===== config.mk =====
export PLATFORM = sky130hd
export DESIGN_NAME = ling_adder
export DESIGN_NICKNAME = d
export VERILOG_FILES = /design/src/rtl/ling_pkg.sv /design/src/rtl/ling_terms.sv /design/src/rtl/ling_group.sv /design/src/rtl/ling_adder.sv
export SDC_FILE = /design/constraint.sdc
export NUM_CORES = 1
export LEC_CHECK = 0
export ABC_CLOCK_PERIOD_IN_PS = 2960
export BUFFER_PORTS_ARGS = -buffer_cell sky130_fd_sc_hd__buf_2
export CAP_MARGIN = 20
export CORE_MARGIN = 10
export CORE_UTILIZATION = 44
export DETAILED_ROUTE_END_ITERATION = 10
export PLACE_DENSITY = 0.8
export SLEW_MARGIN = 10
export SYNTH_ARGS = -nofsm -noshare
export SYNTH_HDL_FRONTEND = slang
export SYNTH_SLANG_ARGS = --single-unit

===== constraint.sdc =====
create_clock -name vclk -period 2.96
set_clock_uncertainty 0.1 [all_clocks]
set_input_delay 0.296 -clock vclk [all_inputs]
set_output_delay 0.296 -clock vclk [all_outputs]
set_load 0.02 [all_outputs]

===== src/rtl/ling_pkg.sv =====
package ling_pkg;
  // Per-bit terms feeding the Ling network.
  typedef struct packed {
    logic gen;   // both operand bits set
    logic xmit;  // either operand bit set
    logic hsum;  // operand bits differ
  } bit_term_t;

  localparam int GROUP_BITS = 3;
endpackage


===== src/rtl/ling_terms.sv =====
module ling_terms
  import ling_pkg::*;
#(
  parameter int W = 12
) (
  input  logic [W-1:0]      op_a,
  input  logic [W-1:0]      op_b,
  output bit_term_t [W-1:0] terms
);
  for (genvar i = 0; i < W; i++) begin : g_bit
    assign terms[i].gen  = op_a[i] & op_b[i];
    assign terms[i].xmit = op_a[i] | op_b[i];
    assign terms[i].hsum = op_a[i] ^ op_b[i];
  end
endmodule


===== src/rtl/ling_group.sv =====
module ling_group
  import ling_pkg::*;
(
  input  bit_term_t [2:0] trm,      // terms of the three bits, [0] lowest
  input  logic            xmit_low, // transmit of the bit below the group (1 for group 0)
  input  logic            h_in,     // pseudo-carry entering the group
  output logic            c_in,     // real carry entering the group
  output logic            c_top,    // real carry entering the group's top bit
  output logic            h_out,    // pseudo-carry for the next group
  output logic            c_out,    // real carry leaving the group
  output logic [2:0]      s
);
  logic c_mid;

  always_comb begin
    // real carry from pseudo-carry: a single AND with the transmit below
    c_in  = h_in & xmit_low;
    // inside the group the carries ripple from the real carry-in
    c_mid = trm[0].gen | (trm[0].xmit & c_in);
    c_top = trm[1].gen | (trm[1].xmit & c_mid);
    // next pseudo-carry; the top transmit is factored out of every term
    h_out = trm[2].gen | trm[1].gen | (trm[1].xmit & trm[0].gen)
          | (trm[1].xmit & trm[0].xmit & xmit_low & h_in);
    c_out = h_out & trm[2].xmit;
    s     = {trm[2].hsum, trm[1].hsum, trm[0].hsum} ^ {c_top, c_mid, c_in};
  end
endmodule


===== src/rtl/ling_adder.sv =====
module ling_adder
  import ling_pkg::*;
#(
  parameter int W       = 12,
  parameter bit REG_OUT = 1'b0
) (
  input  logic         clk,
  input  logic         rst_n,
  input  logic [W-1:0] a,
  input  logic [W-1:0] b,
  input  logic         cin,
  output logic [W-1:0] sum,
  output logic         cout,
  output logic         ovf
);
  localparam int NG = W / GROUP_BITS;

  bit_term_t [W-1:0] terms;
  logic [NG:0]       h;
  logic [NG-1:0]     grp_cin, grp_ctop, grp_cout;
  logic [W-1:0]      sum_c;
  logic              cout_c, ovf_c;

  ling_terms #(.W(W)) u_terms (.op_a(a), .op_b(b), .terms(terms));

  assign h[0] = cin;

  for (genvar gi = 0; gi < NG; gi++) begin : g_grp
    logic xlow;
    if (gi == 0) begin : g_first
      assign xlow = 1'b1;
    end else begin : g_rest
      assign xlow = terms[GROUP_BITS*gi-1].xmit;
    end
    ling_group u_grp (
      .trm      (terms[GROUP_BITS*gi +: GROUP_BITS]),
      .xmit_low (xlow),
      .h_in     (h[gi]),
      .c_in     (grp_cin[gi]),
      .c_top    (grp_ctop[gi]),
      .h_out    (h[gi+1]),
      .c_out    (grp_cout[gi]),
      .s        (sum_c[GROUP_BITS*gi +: GROUP_BITS])
    );
  end

  assign cout_c = grp_cout[NG-1];
  assign ovf_c  = cout_c ^ grp_ctop[NG-1];

  // arithmetic reference used only by the checks
  logic [W:0] ref_add;
  assign ref_add = {1'b0, a} + {1'b0, b} + (W+1)'(cin);

  // real carry at each boundary matches the arithmetic carry of the lower part
  for (genvar k = 1; k < NG; k++) begin : g_bchk
    localparam int LB = GROUP_BITS * k;
    logic [LB:0] low_ref;
    assign low_ref = {1'b0, a[LB-1:0]} + {1'b0, b[LB-1:0]} + (LB+1)'(cin);

    boundary_carry_chk: assert property (@(posedge clk) disable iff (!rst_n)
      grp_cin[k] == low_ref[LB]);
  end

  if (REG_OUT) begin : g_reg
    logic [W-1:0] sum_d, sum_q;
    logic         cout_d, cout_q, ovf_d, ovf_q;

    always_comb begin
      sum_d  = sum_c;
      cout_d = cout_c;
      ovf_d  = ovf_c;
    end

    always_ff @(posedge clk or negedge rst_n) begin
      if (!rst_n) begin
        sum_q  <= '0;
        cout_q <= 1'b0;
        ovf_q  <= 1'b0;
      end else begin
        sum_q  <= sum_d;
        cout_q <= cout_d;
        ovf_q  <= ovf_d;
      end
    end

    assign sum  = sum_q;
    assign cout = cout_q;
    assign ovf  = ovf_q;


    reg_sum_chk: assert property (@(posedge clk) disable iff (!rst_n)
      $past(rst_n) |-> sum == $past(ref_add[W-1:0]));

    reg_cout_chk: assert property (@(posedge clk) disable iff (!rst_n)
      $past(rst_n) |-> cout == $past(ref_add[W]));

    reg_ovf_chk: assert property (@(posedge clk) disable iff (!rst_n)
      $past(rst_n) |-> ovf == $past((a[W-1] == b[W-1]) && (ref_add[W-1] != a[W-1])));
  end else begin : g_comb
    assign sum  = sum_c;
    assign cout = cout_c;
    assign ovf  = ovf_c;


    comb_sum_chk: assert property (@(posedge clk) disable iff (!rst_n)
      sum == ref_add[W-1:0]);

    comb_cout_chk: assert property (@(posedge clk) disable iff (!rst_n)
      cout == ref_add[W]);

    comb_ovf_chk: assert property (@(posedge clk) disable iff (!rst_n)
      ovf == ((a[W-1] == b[W-1]) && (sum[W-1] != a[W-1])));
  end
endmodule


==> flow_metrics.tcl <==
set metrics [dict create \
    outcome "finished with violations" \
    violations "negative setup slack" \
    grtUsageTotal_pct 12.6 \
    final_util_pct 82.4 \
    fin_setup_tns_ps -615 \
    rsz0062_at_grt "yes" \
    min_path_cells 3 \
    slowest_delay_ps 440 \
    wl_per_cell_um 14.1 \
    ir_drop_uv 177 \
    nets 221 \
    path_max_fanout 7 \
    hold-path-endpoint "sum[3]" \
    criticalPathCategory "in -> out" \
    ys_top_cells_by_count "inv_1 (33), ha_1 (24), fa_1 (8), nor2_1 (5), xor2_1 (3)" \
    synth-xor-area-share_pct 4.25 \
    p_leak_nw 0.793 \
    crit_slowest_cell "fa_2" \
    finalCriticalPeriod_ps 3260 \
    synth_top_family_by_area "adder cells" \
    dr.pass1.iters 4 \
    start_util_pct 47.2 \
    synthAdderAreaFrac_pct 55.8 \
    yosysUniqueCellTypes 26 \
    worstHoldStart "b[3]" \
    worst_slew_pin_slew_ps 294 \
    report.final.slew_viol_count 0 \
    yosys.area_share.simple_pct 9.56 \
    io_buffers 39 \
    grt_pass1_vias 986 \
    area_growth_syn_to_layout_pct 74.4 \
    final-setup-viol-count 3 \
    drv_cap 0 \
    vias 856 \
    synth_compound_area_share_pct 14.9 \
    hold_viol_final 0 \
    place.gp.congestion 0.746 \
    powerDensity_nw_per_um2 213 \
    n_antenna_cell 0 \
    ant_nets 0 \
    route.detailed.drc 0 \
    synth.largest_area_cell "ha_1" \
    min_path_type "in -> out" \
    grt_max_degree 8 \
    period_share_pct 110 \
    yosys_warnings 0 \
    drtIter0Drc 10 \
    startpoint_type "input pin" \
    seq_area_frac_synth_pct 0 \
    synth_cells 96 \
    instances_no_fill 185 \
    seq_cells 0 \
    synth_area_um2 825 \
    muxShareOfSynthArea_pct 0 \
    die_area_um2 4010 \
    routed_wl_um 2610 \
    nFillCells 101 \
    syn_area_per_cell_um2 8.59 \
    die_height_um 63.3 \
    yosys-top-cells-area "ha_1 (36%), fa_1 (19%), inv_1 (15%), a2111oi_4 (3.3%), xor2_1 (3.2%)" \
    dp_slack_ps -471 \
    hold_slack_ps 914 \
    grt_overflow_total 0 \
    placed_cells 180 \
    setup_slack_ps -302 \
    synth.most_common_cell "inv_1" \
    dp_hpwl_um 2110 \
    cp_cell_sequence "buf_8, inv_6, ha_4, or3b_4, a31oi_4, a2111oi_4, o21ai_2, nand2_2, fa_2, fa_2, buf_4, buf_6, xnor2_1, buf_4" \
    critPathCaptureType "output port" \
    nClkBuffers 0 \
    timing.fmax_ghz 0.307 \
    synth_top_area_share_pct 36.4 \
    antenna_found_initial 0 \
    cts_hold_buffers 0 \
    seq_area_um2 0 \
    viasPerCell 4.63 \
    critPathArrivalTime_ps 2870 \
    synth_fp_nets 155 \
    num_rows 15 \
    drive_gt1_share_pct 56.3 \
    required_ps 2560 \
    pin_count 41 \
    max_slew_margin_pct 80.4 \
    grt_first_pass_wirelength_um 4340 \
    die_w_um 63.3 \
    coreArea_um2 1750 \
]
[worst max-delay path: cells and delay by family]
family / cells / cell delay (ps)
AO/OA/AOI/OAI: 3 / 470
adder cells (fa/ha/maj): 3 / 960
XOR/XNOR: 1 / 120
buffers and inverters: 5 / 540
AND/OR/NAND/NOR: 2 / 490
[logic make-up (layout without fill, tap and decap cells)]
kind of cell / after synthesis / count (layout)
AOI/OAI and AO/OA: 11 / 11
xor gates and xnor gates: 4 / 4
adders and majority gates: 32 / 32
buffers and inverters: 34 / 98
and+or+nand+nor: 15 / 15
[per-stage QoR]
stage / area, µm² / power (W)
floorplan: 915 / 0.000164
global placement: 1280 / 0.000256
detailed placement: 1280 / 0.000267
CTS: 1430 / 0.000304
global route: 1440 / 0.000335
finish: 1440 / 0.000306
[routing by layer]
layer / global-route usage [%] / wire length (µm) / vias up
met5: 0 / 0 / -
met4: 1.37 / 34 / 0
met3: 2.12 / 138 / 2
met2: 25.9 / 1470 / 21
met1: 13.0 / 968 / 414
li1: - / - / 419
[layout make-up]
type                       instances  area, µm²  area share (%)
multi-input combinational         62        795            55.3
tap                               25       31.3            2.18
timing repair buffer              65        463            32.2
inverter                          33        149            10.4
[worst max path at each step]
stage / end / from / depth (start not counted)
floorplan: ovf / b[1] / 14
global placement: ovf / b[1] / 15
detailed placement: ovf / b[1] / 15
CTS: ovf / b[0] / 15
global route: ovf / a[0] / 15
finish: sum[11] / a[0] / 14
[power breakdown]
| group | internal [W] | leakage (nW) | total [W] | switching (W) |
|---|---|---|---|---|
| Combinational | 0.000145 | 0.793 | 0.000306 | 0.000162 |
| Clock | 0 | 0 | 0 | 0 |
| Sequential | 0 | 0 | 0 | 0 |
| Total | 0.000145 | 0.793 | 0.000306 | 0.000162 |
[placed cells by master (no fill, tap or decap), types with 2 or more instances in the layout]
cell	n
inv_1	28
buf_8	2
ha_4	4
fa_1	4
nor2_1	4
buf_6	6
xor2_1	3
buf_4	26
inv_6	2
fa_2	4
buf_2	30
ha_1	20
[what timing repair did]
action	4_1_cts	5_1_grt
cloned	0	0
pin swaps	14	12
setup endpoints to repair	5	5
setup buffers	4	2
resized for setup	31	1
Power figures use the tool's default switching activity.
